**config.mk**
```make
export PLATFORM = sky130hd
export DESIGN_NAME = boot_seq_ctrl
export DESIGN_NICKNAME = d
export VERILOG_FILES = /design/src/rtl/boot_seq_pkg.sv /design/src/rtl/boot_slot_rank.sv /design/src/rtl/boot_ack_timer.sv /design/src/rtl/boot_seq_ctrl.sv
export SDC_FILE = /design/constraint.sdc
export NUM_CORES = 1
export LEC_CHECK = 0
export BUFFER_PORTS_ARGS = -buffer_cell sky130_fd_sc_hd__buf_4
export CORE_ASPECT_RATIO = 0.9
export CORE_MARGIN = 2
export CORE_UTILIZATION = 45
export DETAILED_ROUTE_END_ITERATION = 10
export GPL_ROUTABILITY_DRIVEN = 0
export PLACE_DENSITY = 0.78
export SYNTH_ARGS = -nofsm -noshare
export SYNTH_HDL_FRONTEND = slang
export SYNTH_SLANG_ARGS = --single-unit
```
**constraint.sdc**
```tcl
create_clock -name clk -period 1.8 [get_ports clk]
set_input_delay 0.09 -clock clk [delete_from_list [all_inputs] [get_ports clk]]
set_output_delay 0.09 -clock clk [all_outputs]
set_load 0.1 [all_outputs]
```
**src/rtl/boot_seq_pkg.sv**
```systemverilog
package boot_seq_pkg;
  typedef enum logic [3:0] {
    ST_SELFTEST,
    ST_HOLD,
    ST_BL_FIRST,
    ST_BL_ALT,
    ST_FW_FIRST,
    ST_FW_ALT,
    ST_LAUNCH,
    ST_RUN,
    ST_FREEZE
  } boot_state_e;

  localparam logic [2:0] STG_SELFTEST = 3'd0;
  localparam logic [2:0] STG_HOLD     = 3'd1;
  localparam logic [2:0] STG_BL       = 3'd2;
  localparam logic [2:0] STG_FW       = 3'd3;
  localparam logic [2:0] STG_RUN      = 3'd4;
  localparam logic [2:0] STG_FREEZE   = 3'd5;
endpackage

```
**src/rtl/boot_slot_rank.sv**
```systemverilog
// Chooses which of two image slots to verify first.
module boot_slot_rank #(
  parameter int VER_W = 8
) (
  input  logic [VER_W-1:0] ver_a,
  input  logic [VER_W-1:0] ver_b,
  output logic             pick_b
);
  logic a_valid;
  logic b_valid;

  always_comb begin
    a_valid = ~&ver_a;
    b_valid = ~&ver_b;
    // B wins only when valid and strictly newer (or A is invalid); ties go to A
    pick_b  = b_valid && (!a_valid || (ver_b > ver_a));
  end
endmodule

```
**src/rtl/boot_ack_timer.sv**
```systemverilog
// Counts cycles of an outstanding request; flags expiry after LIMIT cycles.
module boot_ack_timer #(
  parameter int LIMIT = 1024
) (
  input  logic clk,
  input  logic rst_n,
  input  logic run,
  input  logic clr,
  output logic expired
);
  localparam int CW = (LIMIT > 2) ? $clog2(LIMIT) : 1;
  localparam logic [CW-1:0] LAST = CW'(LIMIT - 1);

  logic [CW-1:0] cnt_q;
  logic [CW-1:0] cnt_d;
  logic          cnt_en;

  always_comb begin
    expired = run && (cnt_q == LAST);
    cnt_en  = clr || (run && !expired);
    cnt_d   = clr ? '0 : cnt_q + 1'b1;
  end

  always_ff @(posedge clk or negedge rst_n) begin
    if (!rst_n) begin
      cnt_q <= '0;
    end else if (cnt_en) begin
      cnt_q <= cnt_d;
    end
  end

  assert_timer_bound_R5: assert property (@(posedge clk) disable iff (!rst_n)
    (cnt_q <= LAST));
  assert_timer_idle_R5: assert property (@(posedge clk) disable iff (!rst_n)
    expired |-> run);
endmodule

```
**src/rtl/boot_seq_ctrl.sv**
```systemverilog
module boot_seq_ctrl
  import boot_seq_pkg::*;
#(
  parameter int                VER_W       = 8,
  parameter int                ADDR_W      = 32,
  parameter int                ACK_TIMEOUT = 1024,
  parameter logic [ADDR_W-1:0] FW_ADDR_A   = 'h0000_0000,
  parameter logic [ADDR_W-1:0] FW_ADDR_B   = 'h0008_0000
) (
  input  logic              clk,
  input  logic              rst_n,
  input  logic              lbist_done,
  input  logic              lbist_pass,
  input  logic              mbist_done,
  input  logic              mbist_pass,
  input  logic [VER_W-1:0]  bl_ver_a,
  input  logic [VER_W-1:0]  bl_ver_b,
  input  logic [VER_W-1:0]  fw_ver_a,
  input  logic [VER_W-1:0]  fw_ver_b,
  output logic              sig_req,
  output logic              sig_stage,
  output logic              sig_slot,
  input  logic              sig_ack,
  input  logic              sig_ok,
  output logic              hold_rst,
  output logic              frozen,
  output logic              launch,
  output logic [ADDR_W-1:0] launch_addr,
  output logic              bl_slot,
  output logic              fw_slot,
  output logic [2:0]        stage
);
  boot_state_e state_q, state_d;
  logic lb_done_q, lb_pass_q, mb_done_q, mb_pass_q;
  logic bl_first_q, fw_first_q, bl_slot_q, fw_slot_q;
  logic bl_first_d, fw_first_d, bl_slot_d, fw_slot_d;
  logic bl_pick_b, fw_pick_b;
  logic tmo_expired, tmo_clr;
  logic try_ok, try_done;
  logic lb_cap, mb_cap;

  boot_slot_rank #(.VER_W(VER_W)) u_rank_bl (
    .ver_a(bl_ver_a), .ver_b(bl_ver_b), .pick_b(bl_pick_b));
  boot_slot_rank #(.VER_W(VER_W)) u_rank_fw (
    .ver_a(fw_ver_a), .ver_b(fw_ver_b), .pick_b(fw_pick_b));

  boot_ack_timer #(.LIMIT(ACK_TIMEOUT)) u_ack_timer (
    .clk(clk), .rst_n(rst_n), .run(sig_req), .clr(tmo_clr),
    .expired(tmo_expired));

  // Self-test result capture
  always_comb begin
    lb_cap = lbist_done && !lb_done_q;
    mb_cap = mbist_done && !mb_done_q;
  end

  always_ff @(posedge clk or negedge rst_n) begin
    if (!rst_n) begin
      lb_done_q <= 1'b0;
      lb_pass_q <= 1'b0;
    end else if (lb_cap) begin
      lb_done_q <= 1'b1;
      lb_pass_q <= lbist_pass;
    end
  end

  always_ff @(posedge clk or negedge rst_n) begin
    if (!rst_n) begin
      mb_done_q <= 1'b0;
      mb_pass_q <= 1'b0;
    end else if (mb_cap) begin
      mb_done_q <= 1'b1;
      mb_pass_q <= mbist_pass;
    end
  end

  // Next-state logic
  always_comb begin
    try_ok     = sig_ack && sig_ok;
    try_done   = sig_ack || tmo_expired;
    state_d    = state_q;
    bl_first_d = bl_first_q;
    fw_first_d = fw_first_q;
    bl_slot_d  = bl_slot_q;
    fw_slot_d  = fw_slot_q;
    unique case (state_q)
      ST_SELFTEST: if (lb_done_q && mb_done_q) begin
        if (lb_pass_q && mb_pass_q) begin
          state_d    = ST_BL_FIRST;
          bl_first_d = bl_pick_b;
        end else begin
          state_d = ST_HOLD;
        end
      end
      ST_BL_FIRST, ST_BL_ALT: if (try_ok) begin
        state_d    = ST_FW_FIRST;
        bl_slot_d  = (state_q == ST_BL_ALT) ? !bl_first_q : bl_first_q;
        fw_first_d = fw_pick_b;
      end else if (try_done) begin
        state_d = (state_q == ST_BL_ALT) ? ST_FREEZE : ST_BL_ALT;
      end
      ST_FW_FIRST, ST_FW_ALT: if (try_ok) begin
        state_d   = ST_LAUNCH;
        fw_slot_d = (state_q == ST_FW_ALT) ? !fw_first_q : fw_first_q;
      end else if (try_done) begin
        state_d = (state_q == ST_FW_ALT) ? ST_FREEZE : ST_FW_ALT;
      end
      ST_LAUNCH: state_d = ST_RUN;
      default:   state_d = state_q;
    endcase
    tmo_clr = (state_d != state_q);
  end

  always_ff @(posedge clk or negedge rst_n) begin
    if (!rst_n) begin
      state_q    <= ST_SELFTEST;
      bl_first_q <= 1'b0;
      fw_first_q <= 1'b0;
      bl_slot_q  <= 1'b0;
      fw_slot_q  <= 1'b0;
    end else begin
      state_q    <= state_d;
      bl_first_q <= bl_first_d;
      fw_first_q <= fw_first_d;
      bl_slot_q  <= bl_slot_d;
      fw_slot_q  <= fw_slot_d;
    end
  end

  // Outputs
  always_comb begin
    sig_req     = (state_q == ST_BL_FIRST) || (state_q == ST_BL_ALT) ||
                  (state_q == ST_FW_FIRST) || (state_q == ST_FW_ALT);
    sig_stage   = (state_q == ST_FW_FIRST) || (state_q == ST_FW_ALT);
    unique case (state_q)
      ST_BL_FIRST: sig_slot = bl_first_q;
      ST_BL_ALT:   sig_slot = !bl_first_q;
      ST_FW_FIRST: sig_slot = fw_first_q;
      ST_FW_ALT:   sig_slot = !fw_first_q;
      default:     sig_slot = 1'b0;
    endcase
    hold_rst    = (state_q == ST_SELFTEST) || (state_q == ST_HOLD);
    frozen      = (state_q == ST_FREEZE);
    launch      = (state_q == ST_LAUNCH);
    launch_addr = fw_slot_q ? FW_ADDR_B : FW_ADDR_A;
    bl_slot     = bl_slot_q;
    fw_slot     = fw_slot_q;
    unique case (state_q)
      ST_SELFTEST:           stage = STG_SELFTEST;
      ST_HOLD:               stage = STG_HOLD;
      ST_BL_FIRST, ST_BL_ALT: stage = STG_BL;
      ST_FW_FIRST, ST_FW_ALT: stage = STG_FW;
      ST_LAUNCH, ST_RUN:     stage = STG_RUN;
      default:               stage = STG_FREEZE;
    endcase
  end

  assert_no_req_in_hold_R2: assert property (@(posedge clk) disable iff (!rst_n)
    hold_rst |-> !sig_req);
  assert_hold_sticky_R2: assert property (@(posedge clk) disable iff (!rst_n)
    (stage == STG_HOLD) |=> (stage == STG_HOLD) && hold_rst);
  assert_freeze_sticky_R8: assert property (@(posedge clk) disable iff (!rst_n)
    frozen |=> frozen && !sig_req && !launch);
  assert_launch_verified_R7: assert property (@(posedge clk) disable iff (!rst_n)
    launch |-> $past(sig_req && sig_stage && sig_ack && sig_ok));
  assert_launch_pulse_R7: assert property (@(posedge clk) disable iff (!rst_n)
    launch |=> !launch && (stage == STG_RUN));
  assert_fw_after_bl_R6: assert property (@(posedge clk) disable iff (!rst_n)
    $rose(sig_stage) |-> $past(sig_ack && sig_ok && !sig_stage));
  assert_outcomes_exclusive_R9: assert property (@(posedge clk) disable iff (!rst_n)
    $onehot0({launch, frozen, hold_rst}));
endmodule

```
Word level (Yosys, flattened, before mapping)
Memories as Yosys holds them, arrays and structs flattened.
Cells that the tools add are included.

operators by class
  reductions and logical operators = 35
  mux-type cells = 15
  $add $sub $neg = 1
  equality and inequality tests = 9
  magnitude comparators = 2

operators with widths
  operator                                             count
  AND reduction 8 bit                                  4
  two-way mux 4 bit                                    7
  two-way mux 20 bit                                   1
  > comparator 8 bit                                   2
  one-hot mux 4 bit (4 select lines)                   1
  equality test 4 x 3 -> 1 bit, second input constant  3
  adder 10 x 1 -> 10 bit, second input constant        1
  equality test 10 bit, second input constant          1
  two-way mux 10 bit                                   1
  logical AND 1 bit                                    9
  logical OR 1 bit                                     9
  equality test 4 x 2 -> 1 bit, second input constant  2
  zero test 1 bit                                      7
  equality test 4 x 1 -> 1 bit, second input constant  1
  equality test 4 bit, second input constant           1
  zero test 4 bit                                      1
  inequality test 4 bit                                1
  one-hot mux 1 bit (4 select lines)                   1
  AND reduction 2 bit                                  2
  OR reduction 2 bit                                   2
  two-way mux 3 bit                                    1
  AND reduction 3 bit                                  1
  two-way mux 1 bit                                    2
  two-way mux 2 bit                                    1

word-level totals
  memory bits (read-only) = 24
  register bits after elaboration = 22
  memories kept = 1
  bits of input ports = 40
  output and inout bits = 43

memory list
  name             words  bits a word  rd ports  clocked after memory_dff  write ports  RTL line              text
  (no name shown)  8      3            1         0                         0            boot_seq_ctrl.sv:148  unique case (state_q)

Logic depth before layout (Yosys ltp)
  word-level depth = 11
  depth in mapped cells = 7
  mapped depth without buffers = 7

By module
A second synthesis with hierarchy kept.

unflattened totals
  cells, all modules = 229
  area, all modules = 2052.0 sq um

modules (own cells, without submodules)
  module          times used  sequential area each (sq um)  cells each  area each (sq um)
  boot_seq_ctrl   1           300.3                         107         984.7
  boot_ack_timer  1           250.2                         54          566.8
  boot_slot_rank  2           0.0                           34          250.2

Worst setup path after synthesis
No wires, ideal clock.

  kind = reg2reg
  start point = reg state_q[3]
  end point = reg u_ack_timer.cnt_q[0]
  data required time = 1666 ps
  data arrival time = 3657 ps
  path slack = -1991 ps
  buffers on the path = 1
  cell stages (with the launch flop) = 6
  path through = dfrtp_1 clkbuf_1 nor3_1 a22oi_1 o221ai_4 nor2_2

between the ends
  word-level cells in the longest chain between the ends = 11
  elaborated cells on any way between the ends = 26
  classes of those cells = eq/ne: 6; mux: 9; reduce/logical: 11

RTL lines
  what                                                           RTL line                                                         text
  start, declared                                                boot_seq_ctrl.sv:33                                              boot_state_e state_q, state_d;
  start signal, assigned                                         boot_seq_ctrl.sv:122                                             state_q <= state_d;
  equality test 4 x 2 -> 1 bit, on equally long branches         boot_seq_ctrl.sv:86, boot_seq_ctrl.sv:132, boot_seq_ctrl.sv:100
  logical OR 1 bit (2 in a row)                                  boot_seq_ctrl.sv:132                                             sig_req = (state_q == ST_BL_FIRST) || (state_q == ST_BL_ALT) ||
  logical OR 1 bit                                               boot_seq_ctrl.sv:133                                             (state_q == ST_FW_FIRST) || (state_q == ST_FW_ALT);
  logical AND 1 bit                                              boot_ack_timer.sv:19                                             expired = run && (cnt_q == LAST);
  logical OR 1 bit                                               boot_seq_ctrl.sv:80                                              try_done = sig_ack || tmo_expired;
  two-way mux 4 bit, on equally long branches                    boot_seq_ctrl.sv:105, boot_seq_ctrl.sv:99
  two-way mux 4 bit, on equally long branches                    boot_seq_ctrl.sv:102, boot_seq_ctrl.sv:95
  one-hot mux 4 bit (4 select lines)                             boot_seq_ctrl.sv:86                                              unique case (state_q)
  inequality test 4 bit                                          boot_seq_ctrl.sv:111                                             tmo_clr = (state_d != state_q);
  two-way mux 10 bit / logical OR 1 bit (equally long branches)  boot_ack_timer.sv:21, boot_ack_timer.sv:20
  end signal, assigned                                           boot_ack_timer.sv:28                                             cnt_q <= cnt_d;
  end, declared                                                  boot_ack_timer.sv:14                                             logic [CW-1:0] cnt_q;

Parallel ways exist; a longest one is shown, timed or not.
A chain may end at the register's enable or synchronous reset.

Final worst setup path
  start point = reg state_q[2]
  end point = out sig_slot

between the ends
  word-level cells in the longest chain between the ends = 2
  elaborated cells on any way between the ends = 5
  classes of those cells = eq/ne: 4; mux: 1

RTL lines
  what                                                                                 RTL line              text
  equality test 4 x 3 -> 1 bit / equality test 4 x 2 -> 1 bit (equally long branches)  boot_seq_ctrl.sv:135  unique case (state_q)
  one-hot mux 1 bit (4 select lines) (*)                                               boot_seq_ctrl.sv:135
  end, declared                                                                        boot_seq_ctrl.sv:22   output logic sig_slot,

Every way passes the cells marked *; elsewhere a longest branch is shown, timed or not.

==> qor.csv <==
metric,value,unit
outcome,completed,
ctsRootBufferMaster,clkbuf_8,
yosysTopAreaCellShare,26.11,%
setup_viol,0,
end_kind,output port,
netlist_area,2108,um2
reg2reg_depth,6,
clk_latency,260,ps
grt_pass1_vias,1794,
yosysTopAreaCell,dfrtp_1,
whs_path_depth,2,
min_from,mbist_done,
synth_compound_area_share,14.90,%
routedWlPerCell,13.42,um
syn_inst,247,
start_util,46.96,%
port-buffer-count,51,
ys_types,48,
cp_max_fo,7,
rsz0062_at_grt,true,
fin_worst_skew,3.982,ps
synth_xor_area_share,3.739,%
antenna_cells,0,
maxCapViolCount,0,
drive_gt1_share,38.61,%
max_stage_delay,380,ps
die_area,5249,um2
synth.ff_latch_count,22,
ys_seq_area_share,26.11,%
synth_fa_ha_area_share,10.68,%
fin_nets,375,
r2r-start,state_q[1]$_DFF_PN0_,
cts_tree,built,
firstDrtPassIters,4,
ys_warn_count,0,
numClockSinks,22,
grt-ovfl-total,0,
cp.required,1710,ps
clockBufferDepth,2,
area_delta_synth_final,34.30,%
ios,83,
clk_pin_slew,80,ps
synth_top_family_by_area,simple AND/OR/NAND/NOR gates,
rows,23,
reg2reg_slack,20,ps
hold-worst-slack,22.40,ps
async_reset_ff_share,100.0,%
maxSlewViolCount,0,
crit_slowest_cell,dfrtp_1,
ant_nets,0,
hold_class,input port to flop,
antenna_found_initial,0,
critPathLaunchType,flop,
fmax,558.6,MHz
grt_pass1_wl,7948,um
fin_cells,378,
syn_avg_cell_area,8.536,um2
crit_type,flop to output port,
post-route-min-period,1790,ps
cts_buffers,3,
synth_mux_area_share,2.967,%
arrival,1700,ps
synth_edf_count,0,
synth_most_common_cell,buf_4,
viasPerCell,5.132,
drt_wl_total,5072,um
synthSimpleGateAreaFrac,23.56,%
drc,0,
grt_max_degree,23,
timing.final.hold_violations,0,
htreeDepth,1,
synth.top_cells.by_area,"dfrtp_1 26%, buf_4 11%, ha_1 11%",
drt_first_iter_violations,150,
ir_drop,0.0003209,V
crit_path_start,state_q[2]$_DFF_PN0_,
path_cells,"buf_6, clkinvlp_4, nor3_4, a21oi_2, a211oi_4, buf_12",
die_h,68.94,um
dp.cells,371,
p_leak,1.298,nW
vias,1940,
fin_crit_sh,99.45,%
die_w,76.15,um
core_area,4489,um2
grt_use_total,18.67,%
dp.final_hpwl,3942,um
synth.cells.most_frequent,"32 x buf_4, 22 x dfrtp_1, 21 x inv_1",
powerDensity,507.9,nW/um2
ys.flop_type,dfrtp_1,
[sequential cells by signal, summed over array words and instances (netlist names)]
register           flops
mb_done_q              1
fw_first_q             1
bl_first_q             1
lb_done_q              1
u_ack_timer.cnt_q     10
lb_pass_q              1
mb_pass_q              1
state_q                4
bl_slot                1
fw_slot                1
[cell type report]
class                      instances  area [um2]
fill                             373        1658
multi-input combinational        195        1429
timing repair buffer              74       615.6
sequential                        22       551.8
inverter                          21       86.33
tap                               62       77.57
clock buffer                       3       41.29
clock inverter                     1       30.03
[timing repair]
| action | 4_1_cts | 5_1_grt |
|---|---|---|
| setup endpoints to repair | 3 | 16 |
| buffers inserted | 0 | 2 |
| pin swaps | 1 | 4 |
| gates resized for setup | 7 | 18 |
| endpoints found under the hold margin | 22 | 0 |
| hold buffers | 1 | 0 |
[report_power, final]
part	switching [W]	total, W	internal [W]	leakage, nW
Combinational	0.000372	0.000479	0.000107	1.04
Sequential	0.00000278	0.000502	0.000499	0.226
Clock	0.000160	0.000457	0.000297	0.0357
[metrics by stage]
step / TNS, ps / worst slack (ps) / instance area (um2) / utilization [%] / power [W]
finish: 0 / 9.964 / 2831 / 63.07 / 0.001438
floorplan: -2765 / -274.4 / 2308 / - / 0.0009337
global route: -170.4 / -60.91 / 2831 / 63.07 / 0.001506
global placement: 0 / 79.19 / 2616 / 58.28 / 0.0009782
CTS: -11.63 / -11.63 / 2728 / 60.76 / 0.001442
detailed placement: 0 / 63.42 / 2616 / 58.28 / 0.0009854
[cell usage in the layout, fill, tap and decap left out, types with 5 or more instances in the layout]
cell / count
dfrtp_1: 21
o21ai_0: 10
buf_4: 67
conb_1: 31
nand3_1: 6
a21oi_1: 10
nand4_1: 13
nor2_2: 11
nor2_1: 12
nand2_1: 13
inv_1: 19
ha_1: 17
xnor2_1: 5
[final timing paths]
kind	endpoint
worst max-delay path	sig_slot
worst min-delay path	mb_done_q$_DFFE_PN0P_
worst max register to register	u_ack_timer.cnt_q[4]$_DFFE_PN0P_
worst min register to register	mb_done_q$_DFFE_PN0P_
max in group asynchronous	state_q[3]$_DFF_PN0_
min in group asynchronous	u_ack_timer.cnt_q[2]$_DFFE_PN0P_
[layer usage]
layer | vias up | share of wire [%] | GRT usage, %
li1 | 944 | - | -
met1 | 903 | 41 | 22.95
met2 | 91 | 51 | 35.38
met3 | 2 | 7.7 | 2.604
met4 | 0 | 0.24 | 4.773
met5 | - | 0 | 0
[worst max-delay path: cells and delay by family, from the launching register on]
family | cells | cell delay (ps)
flops | 1 | 380
compound gates | 2 | 350
buf+inv | 3 | 530
simple gates | 1 | 180
[logic make-up after synthesis]
kind of cell,Yosys count
and+or+nand+nor,85
buffers and inverters,60
AOI/OAI and AO/OA,46
DFF,22
adders and majority gates,18
xor gates and xnor gates,9
muxes,6
other,1
Note: power is estimated with default switching activity, not from simulation.
